### src/rtl/tmr_pkg.sv
package tmr_pkg;
  localparam int unsigned DATA_W       = 32;
  localparam int unsigned WORD_END     = 0;
  localparam int unsigned WORD_CNT     = 1;
  localparam int unsigned WORD_CTL     = 2;
  localparam int unsigned WORD_IRQ     = 3;
  localparam int unsigned CTL_EN_BIT   = 28;
  localparam int unsigned CTL_MODE_BIT = 24;
  localparam int unsigned IRQ_EN_BIT   = 20;
  localparam int unsigned IRQ_PEND_BIT = 16;

  typedef enum logic {
    MODE_ONESHOT  = 1'b0,
    MODE_PERIODIC = 1'b1
  } run_mode_e;
endpackage

### src/rtl/tmr_prescale.sv
module tmr_prescale #(
  parameter int unsigned DIV_W = 16
) (
  input  logic             clk,
  input  logic             rst,
  input  logic             run,
  input  logic [DIV_W-1:0] divisor,
  output logic             tick
);
  logic [DIV_W-1:0] cnt_q;
  logic [DIV_W-1:0] limit_m1;

  assign limit_m1 = (divisor == '0) ? '0 : divisor - 1'b1;
  assign tick     = run && (cnt_q == limit_m1);

  always_ff @(posedge clk) begin
    if (rst || !run) cnt_q <= '0;
    else if (tick)   cnt_q <= '0;
    else             cnt_q <= cnt_q + 1'b1;
  end

  // the phase counter never passes the divisor limit
  assert_presc_range_R3: assert property (@(posedge clk) disable iff (rst)
    cnt_q <= limit_m1);
endmodule

### src/rtl/tmr_count.sv
module tmr_count #(
  parameter int unsigned CNT_W = 28
) (
  input  logic             clk,
  input  logic             rst,
  input  logic             restart,
  input  logic             tick,
  input  logic [CNT_W-1:0] end_val,
  output logic [CNT_W-1:0] count,
  output logic             evt
);
  logic [CNT_W-1:0] count_q;
  logic [CNT_W-1:0] nxt;

  assign nxt   = count_q + 1'b1;
  assign evt   = tick && ((count_q == '1) || ((end_val != '0) && (nxt == end_val)));
  assign count = count_q;

  always_ff @(posedge clk) begin
    if (rst || restart) count_q <= '0;
    else if (tick)      count_q <= evt ? '0 : nxt;
  end

  // an event always leaves the count at zero
  assert_evt_zero_R4: assert property (@(posedge clk) disable iff (rst)
    evt |=> (count == '0));
  // without a tick or restart the count holds
  assert_hold_R3: assert property (@(posedge clk) disable iff (rst)
    (!tick && !restart) |=> $stable(count));
endmodule

### src/rtl/tick_timer.sv
module tick_timer #(
  parameter int unsigned CNT_W  = 28,
  parameter int unsigned DIV_W  = 16,
  parameter int unsigned ADDR_W = 4
) (
  input  logic                      clk,
  input  logic                      rst,
  input  logic                      bus_sel,
  input  logic                      bus_we,
  input  logic [ADDR_W-1:0]         bus_addr,
  input  logic [tmr_pkg::DATA_W-1:0] bus_wdata,
  output logic [tmr_pkg::DATA_W-1:0] bus_rdata,
  output logic                      irq
);
  import tmr_pkg::*;

  localparam int unsigned WORD_W = ADDR_W - 2;

  logic [WORD_W-1:0] word;
  logic              wr_end, wr_ctl, wr_irq, rd_any;
  logic [CNT_W-1:0]  end_q;
  logic [DIV_W-1:0]  div_q;
  run_mode_e         mode_q;
  logic              run_q, ie_q, pend_q, irq_q;
  logic              restart, tick, evt;
  logic [CNT_W-1:0]  count;
  logic [DATA_W-1:0] rd_mux, rdata_q;

  assign word    = bus_addr[ADDR_W-1:2];
  assign wr_end  = bus_sel && bus_we && (word == WORD_W'(WORD_END));
  assign wr_ctl  = bus_sel && bus_we && (word == WORD_W'(WORD_CTL));
  assign wr_irq  = bus_sel && bus_we && (word == WORD_W'(WORD_IRQ));
  assign rd_any  = bus_sel && !bus_we;
  assign restart = wr_ctl && bus_wdata[CTL_EN_BIT];

  tmr_prescale #(.DIV_W(DIV_W)) u_presc (
    .clk     (clk),
    .rst     (rst),
    .run     (run_q && !wr_ctl),
    .divisor (div_q),
    .tick    (tick)
  );

  tmr_count #(.CNT_W(CNT_W)) u_count (
    .clk     (clk),
    .rst     (rst),
    .restart (restart),
    .tick    (tick),
    .end_val (end_q),
    .count   (count),
    .evt     (evt)
  );

  always_ff @(posedge clk) begin
    if (rst) begin
      end_q  <= '0;
      div_q  <= '0;
      mode_q <= MODE_ONESHOT;
      run_q  <= 1'b0;
      ie_q   <= 1'b0;
      pend_q <= 1'b0;
      irq_q  <= 1'b0;
    end else begin
      if (wr_end) end_q <= bus_wdata[CNT_W-1:0];
      if (wr_ctl) begin
        run_q  <= bus_wdata[CTL_EN_BIT];
        mode_q <= run_mode_e'(bus_wdata[CTL_MODE_BIT]);
        div_q  <= bus_wdata[DIV_W-1:0];
      end else if (evt && mode_q == MODE_ONESHOT) begin
        run_q <= 1'b0;
      end
      if (wr_irq) ie_q <= bus_wdata[IRQ_EN_BIT];
      if (evt)                                pend_q <= 1'b1;
      else if (wr_irq && bus_wdata[IRQ_PEND_BIT]) pend_q <= 1'b0;
      irq_q <= pend_q && ie_q;
    end
  end

  always_comb begin
    rd_mux = '0;
    case (word)
      WORD_W'(WORD_END): rd_mux[CNT_W-1:0] = end_q;
      WORD_W'(WORD_CNT): rd_mux[CNT_W-1:0] = count;
      WORD_W'(WORD_CTL): begin
        rd_mux[CTL_EN_BIT]   = run_q;
        rd_mux[CTL_MODE_BIT] = mode_q;
        rd_mux[DIV_W-1:0]    = div_q;
      end
      default: begin
        rd_mux[IRQ_EN_BIT]   = ie_q;
        rd_mux[IRQ_PEND_BIT] = pend_q;
      end
    endcase
  end

  always_ff @(posedge clk) begin
    if (rst)         rdata_q <= '0;
    else if (rd_any) rdata_q <= rd_mux;
  end

  assign bus_rdata = rdata_q;
  assign irq       = irq_q;

  // a one-shot channel drops its enable after the event
  assert_oneshot_stop_R6: assert property (@(posedge clk) disable iff (rst)
    (evt && mode_q == MODE_ONESHOT && !wr_ctl) |=> !run_q);
  // pending survives anything but a clear write
  assert_sticky_R8: assert property (@(posedge clk) disable iff (rst)
    (pend_q && !(wr_irq && bus_wdata[IRQ_PEND_BIT])) |=> pend_q);
  // the interrupt line only follows an enabled pending flag
  assert_irq_src_R9: assert property (@(posedge clk) disable iff (rst)
    irq |-> $past(pend_q && ie_q));
  // read data changes only on a read
  assert_rdata_hold_R2: assert property (@(posedge clk) disable iff (rst)
    !rd_any |=> $stable(bus_rdata));
endmodule

### config.mk
export PLATFORM = sky130hd
export DESIGN_NAME = tick_timer
export DESIGN_NICKNAME = d
export VERILOG_FILES = /design/src/rtl/tmr_pkg.sv /design/src/rtl/tmr_prescale.sv /design/src/rtl/tmr_count.sv /design/src/rtl/tick_timer.sv
export SDC_FILE = /design/constraint.sdc
export NUM_CORES = 1
export LEC_CHECK = 0
export BUFFER_PORTS_ARGS = -buffer_cell sky130_fd_sc_hd__buf_2
export CORE_MARGIN = 2
export CORE_UTILIZATION = 65
export CTS_CLUSTER_DIAMETER = 80
export CTS_CLUSTER_SIZE = 30
export DETAILED_ROUTE_END_ITERATION = 6
export PLACE_DENSITY_LB_ADDON = 0.08
export SLEW_MARGIN = 40
export SYNTH_ARGS = -nofsm -noshare
export SYNTH_HDL_FRONTEND = slang
export SYNTH_HIERARCHICAL = 1
export SYNTH_SLANG_ARGS = --single-unit
### constraint.sdc
create_clock -name clk -period 6.2 [get_ports clk]
set_input_delay 0 -clock clk [delete_from_list [all_inputs] [get_ports clk]]
set_output_delay 0 -clock clk [all_outputs]
set_load 0.05 [all_outputs]
# After elaboration in Yosys (flattened, before gate mapping)
# Index checks and enable logic that the tools add are counted.
# totals
out_inout_bits	33
elab_cells	59
ff_bits	122
input_bits	40
# classes
n_addsub	3
n_eq_ne	6
n_mux	14
bitwise	1
reduce_logical	25
# op_table
cell	count
one-hot mux 16 bit (3 select lines)	1
adder 28 x 1 -> 28 bit (second input constant)	1
== test 28 bit	1
== test 28 bit (second input constant)	1
two-way mux 28 bit	1
nonzero test 28 bit	1
one-hot mux 3 bit (2 select lines)	3
adder 16 x 1 -> 16 bit (second input constant)	1
== test 16 bit	1
zero test 16 bit	1
two-way mux 16 bit	1
subtractor 16 x 1 -> 16 bit (second input constant)	1
logical AND 1 bit	13
one-hot mux 1 bit (3 select lines)	3
two-way mux 1 bit	5
== test 2 bit (second input constant)	2
nonzero test 2 bit	2
zero test 1 bit	3
logical OR 1 bit	3
== test 2 x 1 -> 1 bit (second input constant)	1
zero test 2 bit	1
OR reduction 2 bit	1
inverter 1 bit	1

# Longest topological paths before layout
# Gate-level depths: netlist of the first run.
# logic_depth
word_depth	9
ltp_mapped	16
mapped_depth_nobuf	13

# Cells and area by module
# Netlist of the first run, hierarchy kept.
# by_module_without_submodules
mod	n_inst	area_each_um2	cells_each	seq_area_each_um2
tick_timer	1	3419.5	383	1561.5
tmr_count	1	2546.2	320	560.5
tmr_prescale	1	1789.2	239	320.3

# Worst setup path after synthesis of the first run
# No wires, ideal clock.
# synth_timing
path_kind	register -> register
startpoint	register div_q[0]
endpoint	register run_q
setup_slack_ns	2.367
t_arrival_ns	3.701
path_buffers	2
path_stages_with_launch	15
setup_time_ns	0.132
required_ns	6.068
synth_period_minus_slack_ns	3.833
path_cell_list	dfxtp_1 inv_1 ha_1 or4b_4 and2_4 a21o_1 or4b_1 or4_1 nor4_2 clkbuf_1 clkbuf_1 o21a_1 nand2b_1 nand3_1 a21oi_1
# synth_via
elab_chain_cells	7
elab_cells_between_ends	8
cone_classes	1 x add/sub; 1 x eq/ne; 1 x mux; 5 x reduce/logical
# synth_lines
element	line_no	text
start, declared	tick_timer.sv:22	logic [DIV_W-1:0] div_q;
start signal, assigned	tick_timer.sv:68	div_q <= bus_wdata[DIV_W-1:0];
subtractor 16 x 1 -> 16 bit or zero test 16 bit (tied branches)	tmr_prescale.sv:13	assign limit_m1 = (divisor == '0) ? '0 : divisor - 1'b1;
two-way mux 16 bit (*)	tmr_prescale.sv:13	
== test 16 bit (*)	tmr_prescale.sv:14	assign tick = run && (cnt_q == limit_m1);
logical AND 1 bit (*)	tmr_prescale.sv:14	
via tick	tick_timer.sv:25	logic restart, tick, evt;
logical AND 1 bit (*)	tmr_count.sv:16	assign evt = tick && ((count_q == '1) || ((end_val != '0) && (nxt == end_val)));
via evt	tick_timer.sv:25	
logical AND 1 bit (*)	tick_timer.sv:69	end else if (evt && mode_q == MODE_ONESHOT) begin
nonzero test 2 bit (no source line) (*)	n/a	
end signal, assigned	tick_timer.sv:66	run_q <= bus_wdata[CTL_EN_BIT];
end, declared	tick_timer.sv:24	logic run_q, ie_q, pend_q, irq_q;
# The timed path passes the listed nets; every way through them passes the cells marked *.
# A chain may end at the register's enable or synchronous reset.

# Worst setup path in the final report of the first run
# layout_timing
startpoint	register div_q[0]
endpoint	register u_count.count_q[11], in the netlist u_count/count[11]
# layout_via
elab_chain_cells	6
elab_cells_between_ends	7
cone_classes	1 x add/sub; 1 x eq/ne; 2 x mux; 3 x reduce/logical
# layout_lines
element	line_no	text
subtractor 16 x 1 -> 16 bit or zero test 16 bit (tied branches)	tmr_prescale.sv:13	
two-way mux 16 bit (*)	tmr_prescale.sv:13	
== test 16 bit (*)	tmr_prescale.sv:14	
logical AND 1 bit (*)	tmr_prescale.sv:14	
via tick	tick_timer.sv:25	
logical AND 1 bit	tmr_count.sv:16	
two-way mux 28 bit	tmr_count.sv:21	else if (tick) count_q <= evt ? '0 : nxt;
end signal, assigned	tmr_count.sv:21	
end, declared	tmr_count.sv:12	logic [CNT_W-1:0] count_q;
# Marks and branches as above.

==> results of run 1 <==
per-stage QoR:
stage	area (µm²)	power (µW)	hold slack (ps)	setup slack (ps)
after floorplan	7760	970	76.8	2370
after global placement	7880	1020	244	1750
after detailed placement	7880	1020	249	1640
after CTS	8930	2120	34.9	1630
after global routing	8940	2180	45.3	1320
final	8940	2130	66.9	1430
cells in the final DEF, fill, tap and decap left out, types with 8 or more instances in the layout:
master / instances
sky130_fd_sc_hd__a21oi_1: 59
sky130_fd_sc_hd__buf_2: 62
sky130_fd_sc_hd__nand4_1: 30
sky130_fd_sc_hd__o21ai_0: 13
sky130_fd_sc_hd__nor2_1: 49
sky130_fd_sc_hd__dlygate4sd3_1: 41
sky130_fd_sc_hd__nand2_1: 155
sky130_fd_sc_hd__mux2_4: 10
sky130_fd_sc_hd__mux2i_1: 10
sky130_fd_sc_hd__a22oi_1: 19
sky130_fd_sc_hd__nor4_1: 39
sky130_fd_sc_hd__xor2_1: 32
sky130_fd_sc_hd__buf_4: 9
sky130_fd_sc_hd__xnor2_1: 40
sky130_fd_sc_hd__a211oi_1: 19
sky130_fd_sc_hd__and3_1: 16
sky130_fd_sc_hd__dfxtp_1: 122
sky130_fd_sc_hd__a222oi_1: 17
sky130_fd_sc_hd__inv_1: 14
sky130_fd_sc_hd__mux2_2: 20
sky130_fd_sc_hd__clkbuf_16: 17
sky130_fd_sc_hd__nor3_1: 26
sky130_fd_sc_hd__nand3_1: 36
sky130_fd_sc_hd__o31ai_2: 8
power breakdown:
part | switching [µW] | leakage, µW | internal [µW] | total, µW
logic | 144 | 0.00205 | 87.3 | 231
registers | 15.3 | 0.000984 | 792 | 807
clock network | 373 | 0.000314 | 722 | 1090
per-layer routing:
metal	wire length, µm	vias up	share of wire [%]
li1	-	3587	-
met1	10300	3809	38
met2	12000	669	45
met3	3370	121	13
met4	1230	0	4.6
met5	0	-	0
timing repair:
action                                  CTS  global route
endpoints found under the setup margin    0             0
hold buffers                             41             0
endpoints found under the hold margin    58             0
flip-flops by register name, summed over array words and instances, names as in the netlist:
name,cells
mode_q,1
irq,1
bus_rdata,29
run_q,1
ie_q,1
end_q,28
pend_q,1
u_count/count,28
div_q,16
u_presc/cnt_q,16
path summary, 6_finish.rpt:
| path | start | end | slack, ps | cells past startpoint |
|---|---|---|---|---|
| worst max-delay path | div_q[0]$_SDFFE_PP0P_ | u_count/count[11]$_SDFFE_PP0P_ | 1430 | 11 |
| worst min-delay path | bus_addr[3] | bus_rdata[16]$_SDFFE_PP0P_ | 70 | 3 |
| worst max register to register | div_q[0]$_SDFFE_PP0P_ | u_count/count[11]$_SDFFE_PP0P_ | 1430 | 11 |
| worst min register to register | bus_rdata[28]$_SDFFE_PP0P_ | bus_rdata[28]$_SDFFE_PP0P_ | 450 | 2 |
layout make-up:
| class | count | area (µm²) | area share (%) |
|---|---|---|---|
| clock buffer | 20 | 447 | 5.00 |
| clock inverter | 12 | 195 | 2.18 |
| timing repair buffer | 112 | 788 | 8.82 |
| tap | 143 | 179 | 2.00 |
| sequential | 122 | 2440 | 27.3 |
| inverter | 15 | 56.3 | 0.630 |
| multi-input combinational | 731 | 4830 | 54.1 |
synth_stat cells, types with 3 or more instances:
cell type | count | share of area, %
sky130_fd_sc_hd__ha_1 | 3 | 0.48
sky130_fd_sc_hd__o31ai_2 | 8 | 1.3
sky130_fd_sc_hd__buf_4 | 13 | 1.3
sky130_fd_sc_hd__and2_1 | 4 | 0.32
sky130_fd_sc_hd__and3_1 | 16 | 1.3
sky130_fd_sc_hd__mux2_2 | 20 | 2.9
sky130_fd_sc_hd__dfxtp_1 | 122 | 31
sky130_fd_sc_hd__mux2i_1 | 10 | 1.3
sky130_fd_sc_hd__nand4bb_1 | 3 | 0.44
sky130_fd_sc_hd__nand3b_1 | 4 | 0.39
sky130_fd_sc_hd__a211oi_1 | 19 | 1.8
sky130_fd_sc_hd__xnor2_1 | 40 | 4.5
sky130_fd_sc_hd__clkbuf_1 | 31 | 1.5
sky130_fd_sc_hd__a21oi_1 | 59 | 3.8
sky130_fd_sc_hd__nand4_1 | 30 | 2.4
sky130_fd_sc_hd__a22oi_1 | 19 | 1.8
sky130_fd_sc_hd__clkbuf_2 | 3 | 0.19
sky130_fd_sc_hd__nor2b_1 | 4 | 0.32
sky130_fd_sc_hd__nand2b_1 | 7 | 0.56
sky130_fd_sc_hd__or4_1 | 7 | 0.68
sky130_fd_sc_hd__inv_1 | 14 | 0.68
sky130_fd_sc_hd__mux2_4 | 10 | 1.9
sky130_fd_sc_hd__and4_1 | 6 | 0.68
sky130_fd_sc_hd__a222oi_1 | 17 | 2.2
sky130_fd_sc_hd__xor2_1 | 32 | 3.6
sky130_fd_sc_hd__a311oi_1 | 4 | 0.45
sky130_fd_sc_hd__or2_2 | 4 | 0.32
sky130_fd_sc_hd__nand2_1 | 155 | 7.5
sky130_fd_sc_hd__o21ai_0 | 13 | 0.84
sky130_fd_sc_hd__o31ai_1 | 6 | 0.58
sky130_fd_sc_hd__buf_2 | 17 | 1.1
sky130_fd_sc_hd__nor2_1 | 49 | 2.4
sky130_fd_sc_hd__nand3_1 | 36 | 2.3
sky130_fd_sc_hd__o311ai_1 | 4 | 0.45
sky130_fd_sc_hd__nor4_2 | 3 | 0.48
sky130_fd_sc_hd__nor4_1 | 39 | 3.1
sky130_fd_sc_hd__buf_6 | 11 | 1.6
sky130_fd_sc_hd__o21a_1 | 3 | 0.29
sky130_fd_sc_hd__or3_1 | 7 | 0.56
sky130_fd_sc_hd__nor3_1 | 26 | 1.7
sky130_fd_sc_hd__or4b_1 | 3 | 0.39
logic make-up (layout without fill, tap and decap cells):
family	Yosys count	in the layout	share of synthesized area, %
adder cells (fa/ha/maj)	3	3	0.484
flip-flops	122	122	31.5
XOR/XNOR	72	72	8.13
multiplexers	41	41	6.28
AND/OR/NAND/NOR	434	434	30.7
AO/OA/AOI/OAI	178	178	16.4
other	1	3	0.0484
buffers and inverters	91	159	6.42
worst max-delay path: stages (launching register included):
cell	delay, ps
sky130_fd_sc_hd__dfxtp_1	480
sky130_fd_sc_hd__inv_1	120
sky130_fd_sc_hd__ha_1	270
sky130_fd_sc_hd__nor4b_4	610
sky130_fd_sc_hd__nand4_2	380
sky130_fd_sc_hd__mux2_2	390
sky130_fd_sc_hd__nand2b_1	130
sky130_fd_sc_hd__or2_0	210
sky130_fd_sc_hd__or4_1	550
sky130_fd_sc_hd__nor4_4	670
sky130_fd_sc_hd__a21boi_2	660
sky130_fd_sc_hd__nor4_1	120
==> results.cfg, run 1 <==
[clock_network]
tritoncts = built
worst_setup_hold_path_clk_slew_ps = 60
clock_sink_count = 122
worst_skew_pair.late_latency_ps = 430
clock_tree.htree_level_count = 4
cts_setup_buffers = 0
cts.repair.resized = 0
clockBufferDepth = 2
total_clock_buffers_created_by_cts = 17
clock_tree.root_cell = sky130_fd_sc_hd__clkbuf_16

[route]
drt_first_pass_iters = 7
routed_wirelength_normalized_by_instance_count_um = 23.3
detail_route.vias_per_cell = 7.09
drtIter0Drc = 1305
route.detailed.drc = 20
route.vias.total = 8186
drt_wirelength_um = 26900
antenna_left = 0

[sta]
hold_violations = 0
worst_slew_pin_slew_ps = 757
min_period_ps = 4770
finalSetupTns_ps = 0
max-slew-margin-rel_pct = 49.1
rsz_0062_raised_after_global_routing = no
final-setup-viol-count = 0
finalClockSkew_ps = 9.15
maximum_clock_frequency_mhz = 210
slew_violations = 0
final_clock_period_utilization_by_the_worst_path_pct = 76.9

[min_path]
worst_hold_path_type = input port to register

[yosys]
post_synth_num_cell_types = 90
synthesis.instances = 942
syn-cell-area_mm2 = 0.00775
post_synth.cell_area_avg_um2 = 8.23
ys_ff_latch = 122
synth-seq-area-share_pct = 31.5
ys_async_sr_fraction_pct = 0
yosysWarnings = 6
synth-edff-count = 0
ys_dominant_reg_cell = sky130_fd_sc_hd__dfxtp_1

[cells_and_area]
final_antenna_diode_count = 0
final_layout_size_suffix_gt1_share_pct = 17.0
syn2layout_area_growth_pct = 15.3
layout.filler_cells = 751
final_cells = 1155
utilization_pct = 77.6
layout.nets = 1042

[grt]
global_route.overflow_total = 0
groute.layer.met3.usage_pct = 11.4
groute.layer.met1.usage_pct = 53.7
initial_antenna_violation_count = 0
grtUsageTotal_pct = 41.8
grt_first_pass_wirelength_um = 41600
grt_pass1_vias = 7700
grt_max_degree = 75
globalRouteMet2Util_pct = 66.1
global_route.peak_usage_layer = met2

[worst_setup_path]
crit_path_start_kind = register
crit_type = register to register
crit_path_end_kind = register
crit_fanout = 12
critPathArrivalTime_ps = 5040
worstPathRequired_ps = 6470

[power_and_ir_drop]
total_leakage_power_uw = 0.00335
pwr_density_cell_mw_per_mm2 = 239
irDropWorstVdd_uv = 275

[die]
start_util_pct = 67.3
die_area_mm2 = 0.0128
core_region_mm2 = 0.0115
floorplan.io_pins = 73
die_width_um = 113
die-height_um = 113
cell_rows = 39

[placed_design]
dp_hpwl_um = 16800
dp.cells = 1081
count_of_buffers_from_port_buffering = 64
globalplace.congestion = 0.991

[run_status]
violations = design-rule violations
run_status = complete, but fails checks

[job]
max_cap_violations = 0
Note: power is estimated with default switching activity, not from simulation.
==> run 2, diff against run 1 <==
ABC_AREA = 1   (was default)
CORE_UTILIZATION = 54   (was 65)
clock period = 4.2 ns   (was 6.2 ns; I/O delays follow)
==> results.cfg, run 2 <==
[yosys]
post_synth_num_cell_types = 38
ys_async_sr_fraction_pct = 0
synth-edff-count = 0
synth_area_leader_cell = sky130_fd_sc_hd__dfxtp_1
synth-xor-area-share_pct = 2.05
post_synth.cell_area_avg_um2 = 6.13
synthesis.instances = 1254
yosys-top-cells-area = sky130_fd_sc_hd__dfxtp_1, sky130_fd_sc_hd__nand2_1, sky130_fd_sc_hd__nand3_1
ys_ff_latch = 122
synth_top_family_by_area = simple AND/OR/NAND/NOR gates
synth-simple-area-share_pct = 46.3
synth_fa_ha_area_share_pct = 0.488
synth-seq-area-share_pct = 31.8
post_synth_mux_area_share_pct = 0
post-synth-top-area-fraction_pct = 31.8
syn-cell-area_mm2 = 0.00769
synth.cells.most_frequent = sky130_fd_sc_hd__nand2_1, sky130_fd_sc_hd__nor2_1, sky130_fd_sc_hd__nand3_1
yosysMostFrequentCell = sky130_fd_sc_hd__nand2_1
ys_dominant_reg_cell = sky130_fd_sc_hd__dfxtp_1
synth_compound_area_share_pct = 8.97
yosysWarnings = 6

[die]
die_area_mm2 = 0.0152
floorplan.io_pins = 73
start_util_pct = 55.4
die-height_um = 123
cell_rows = 43
core_region_mm2 = 0.0139
die_width_um = 123

[grt]
initial_antenna_violation_count = 0
grtUsageTotal_pct = 31.9
grt_pass1_vias = 7607
global_route.overflow_total = 0
grt_first_pass_wirelength_um = 37700
grt_max_degree = 38

[worst_setup_path]
worst-r2r-setup-slack_ps = 990
crit_path_cell_trace = inv_1, ha_1, nand2_2, nor2_1, nand2_2, nand3b_1, nand2_1, nor2_1, nand2_1, nor2_2, nand3_2, nor2_2, clkinv_1, buf_4, a21oi_4, nor3_1
crit_path_end_kind = register
worstPathRequired_ps = 4490
r2r-end = u_count/count[1]$_SDFFE_PP0P_
crit_fanout = 30
worst-r2r-cell-count = 16
crit_type = register to register
crit-reg2reg-launch = div_q[0]$_SDFFE_PP0P_
critical_path.slowest_cell = sky130_fd_sc_hd__a21oi_4
crit_path_start_kind = register
timing.critical_path.slowest_cell_delay_ps = 460
critPathArrivalTime_ps = 3500
worstPathBufferInverterCount = 3
timing.critical_path.max_delay_family = simple AND/OR/NAND/NOR gates

[sta]
finalClockSkew_ps = 11.9
final_clock_period_utilization_by_the_worst_path_pct = 76.5
final-setup-viol-count = 0
max-slew-margin-rel_pct = 50.5
worst_slew_pin_slew_ps = 742
rsz_0062_raised_after_global_routing = no
hold_ws_ps = 13.9
min_period_ps = 3210
slew_violations = 0
maximum_clock_frequency_mhz = 311
hold_violations = 0
finalSetupTns_ps = 0

[power_and_ir_drop]
irDropWorstVdd_uv = 351
pwr_density_cell_mw_per_mm2 = 349
total_leakage_power_uw = 0.00385

[cells_and_area]
layout.nets = 1370
final_layout_size_suffix_gt1_share_pct = 12.5
layout_commonest_cell = sky130_fd_sc_hd__nand2_1
final_antenna_diode_count = 0
layout.filler_cells = 1344
syn2layout_area_growth_pct = 15.9
largest_register_ff_count = 29
final_cell_mix = sky130_fd_sc_hd__nand2_1, sky130_fd_sc_hd__nor2_1, sky130_fd_sc_hd__nand3_1, sky130_fd_sc_hd__inv_1, sky130_fd_sc_hd__dfxtp_1

[route]
routed_wirelength_normalized_by_instance_count_um = 15.6
antenna_left = 0
route.detailed.drc = 0
drt_first_pass_iters = 5
route.vias.total = 8263
detail_route.vias_per_cell = 5.44
drt_wirelength_um = 23700
drtIter0Drc = 800

[clock_network]
tritoncts = built
cts.repair.resized = 0
clockBufferDepth = 2
total_clock_buffers_created_by_cts = 17
worst_skew_pair.late_latency_ps = 420
worst_setup_hold_path_clk_slew_ps = 60
clock_tree.htree_level_count = 4
clock_sink_count = 122
cts_hold_repair.buffers = 29
cts_setup_buffers = 0
clock_tree.root_cell = sky130_fd_sc_hd__clkbuf_16

[min_path]
start_point_of_the_worst_min_delay_path = bus_we
timing.hold.worst_path_depth = 4
worst_hold_path_type = input port to register
hold_end = bus_rdata[13]$_SDFFE_PP0P_

[placed_design]
count_of_buffers_from_port_buffering = 64
globalplace.congestion = 0.985
dp_hpwl_um = 17100

[job]
max_cap_violations = 0

[run_status]
run_status = finished clean
-- run 2: cell count changes in the layout (fill, tap and decap cells not counted), moves of 19 or more --
cell	delta
sky130_fd_sc_hd__nand3_1	+119
sky130_fd_sc_hd__inv_1	+111
sky130_fd_sc_hd__mux2_2	-20
sky130_fd_sc_hd__o21ai_0	+30
sky130_fd_sc_hd__a22oi_1	-19
sky130_fd_sc_hd__nor4_1	-37
sky130_fd_sc_hd__xnor2_1	-38
sky130_fd_sc_hd__nor2_2	+27
sky130_fd_sc_hd__a211oi_1	-19
sky130_fd_sc_hd__nor2_1	+128
sky130_fd_sc_hd__nand2_1	+202
-- run 2: final cells by class --
cell class	count	area, µm²	area share, %
clock buffers	18	439	4.93
clock inverters	14	164	1.84
inverters	133	502	5.63
multi-input cells	952	4460	50.1
flip-flops and latches	122	2440	27.4
well taps	180	225	2.53
repair buffers	101	671	7.53
-- run 2: metal layers --
layer | up-vias | share of wire (%) | wire [µm] | global-route usage [%]
li1 | 4171 | - | - | -
met1 | 3750 | 42 | 9920 | 39.3
met2 | 282 | 49 | 11700 | 54.7
met3 | 60 | 5.0 | 1180 | 5.49
met4 | 0 | 3.8 | 892 | 13.6
met5 | - | 0 | 0 | 0
-- run 2: cell families (layout without fill, tap and decap cells) --
group	count (synthesis)	in the layout
XOR/XNOR	18	18
adder cells (fa/ha/maj)	3	3
AO/OA/AOI/OAI	124	124
AND/OR/NAND/NOR	804	804
other	1	3
buffers and inverters	182	266
flip-flops	122	122
-- run 2: how the worst max path moves through the flow --
| stage | from | slack [ps] | cells after the start | end |
|---|---|---|---|---|
| final | div_q[0]$_SDFFE_PP0P_ | 990 | 16 | u_count/count[1]$_SDFFE_PP0P_ |
| after floorplan | div_q[0]$_SDFFE_PP0P_ | 1550 | 19 | run_q$_SDFFE_PP0P_ |
| after global placement | div_q[0]$_SDFFE_PP0P_ | 1110 | 16 | u_count/count[1]$_SDFFE_PP0P_ |
| after global routing | div_q[0]$_SDFFE_PP0P_ | 710 | 16 | u_count/count[1]$_SDFFE_PP0P_ |
| after CTS | div_q[0]$_SDFFE_PP0P_ | 1030 | 16 | u_count/count[1]$_SDFFE_PP0P_ |
| after detailed placement | div_q[0]$_SDFFE_PP0P_ | 1080 | 17 | u_count/count[1]$_SDFFE_PP0P_ |
-- run 2: power breakdown --
group / switching, µW / total (µW) / internal, µW
Combinational: 267 / 404 / 137
Clock: 598 / 1500 / 904
Sequential: 26.1 / 1210 / 1180
-- run 2: worst reg2reg max path: stages (launching register included) --
cell	delay, ps
sky130_fd_sc_hd__dfxtp_1	330
sky130_fd_sc_hd__inv_1	170
sky130_fd_sc_hd__ha_1	300
sky130_fd_sc_hd__nand2_2	110
sky130_fd_sc_hd__nor2_1	140
sky130_fd_sc_hd__nand2_2	340
sky130_fd_sc_hd__nand3b_1	210
sky130_fd_sc_hd__nand2_1	60
sky130_fd_sc_hd__nor2_1	80
sky130_fd_sc_hd__nand2_1	80
sky130_fd_sc_hd__nor2_2	130
sky130_fd_sc_hd__nand3_2	130
sky130_fd_sc_hd__nor2_2	140
sky130_fd_sc_hd__clkinv_1	70
sky130_fd_sc_hd__buf_4	240
sky130_fd_sc_hd__a21oi_4	490
sky130_fd_sc_hd__nor3_1	80
-- run 2: per-stage QoR --
step	utilization (%)	instances	setup slack, ps	instance area, µm²	power (µW)
2_1_floorplan	-	1256	1550	7690	1530
3_3_place_gp	57.7	1459	1110	8010	1600
3_5_place_dp	57.7	1459	1080	8010	1610
4_1_cts	64.2	1520	1030	8910	3120
5_1_grt	64.2	1520	707	8910	3230
6_report	64.2	1520	988	8910	3110
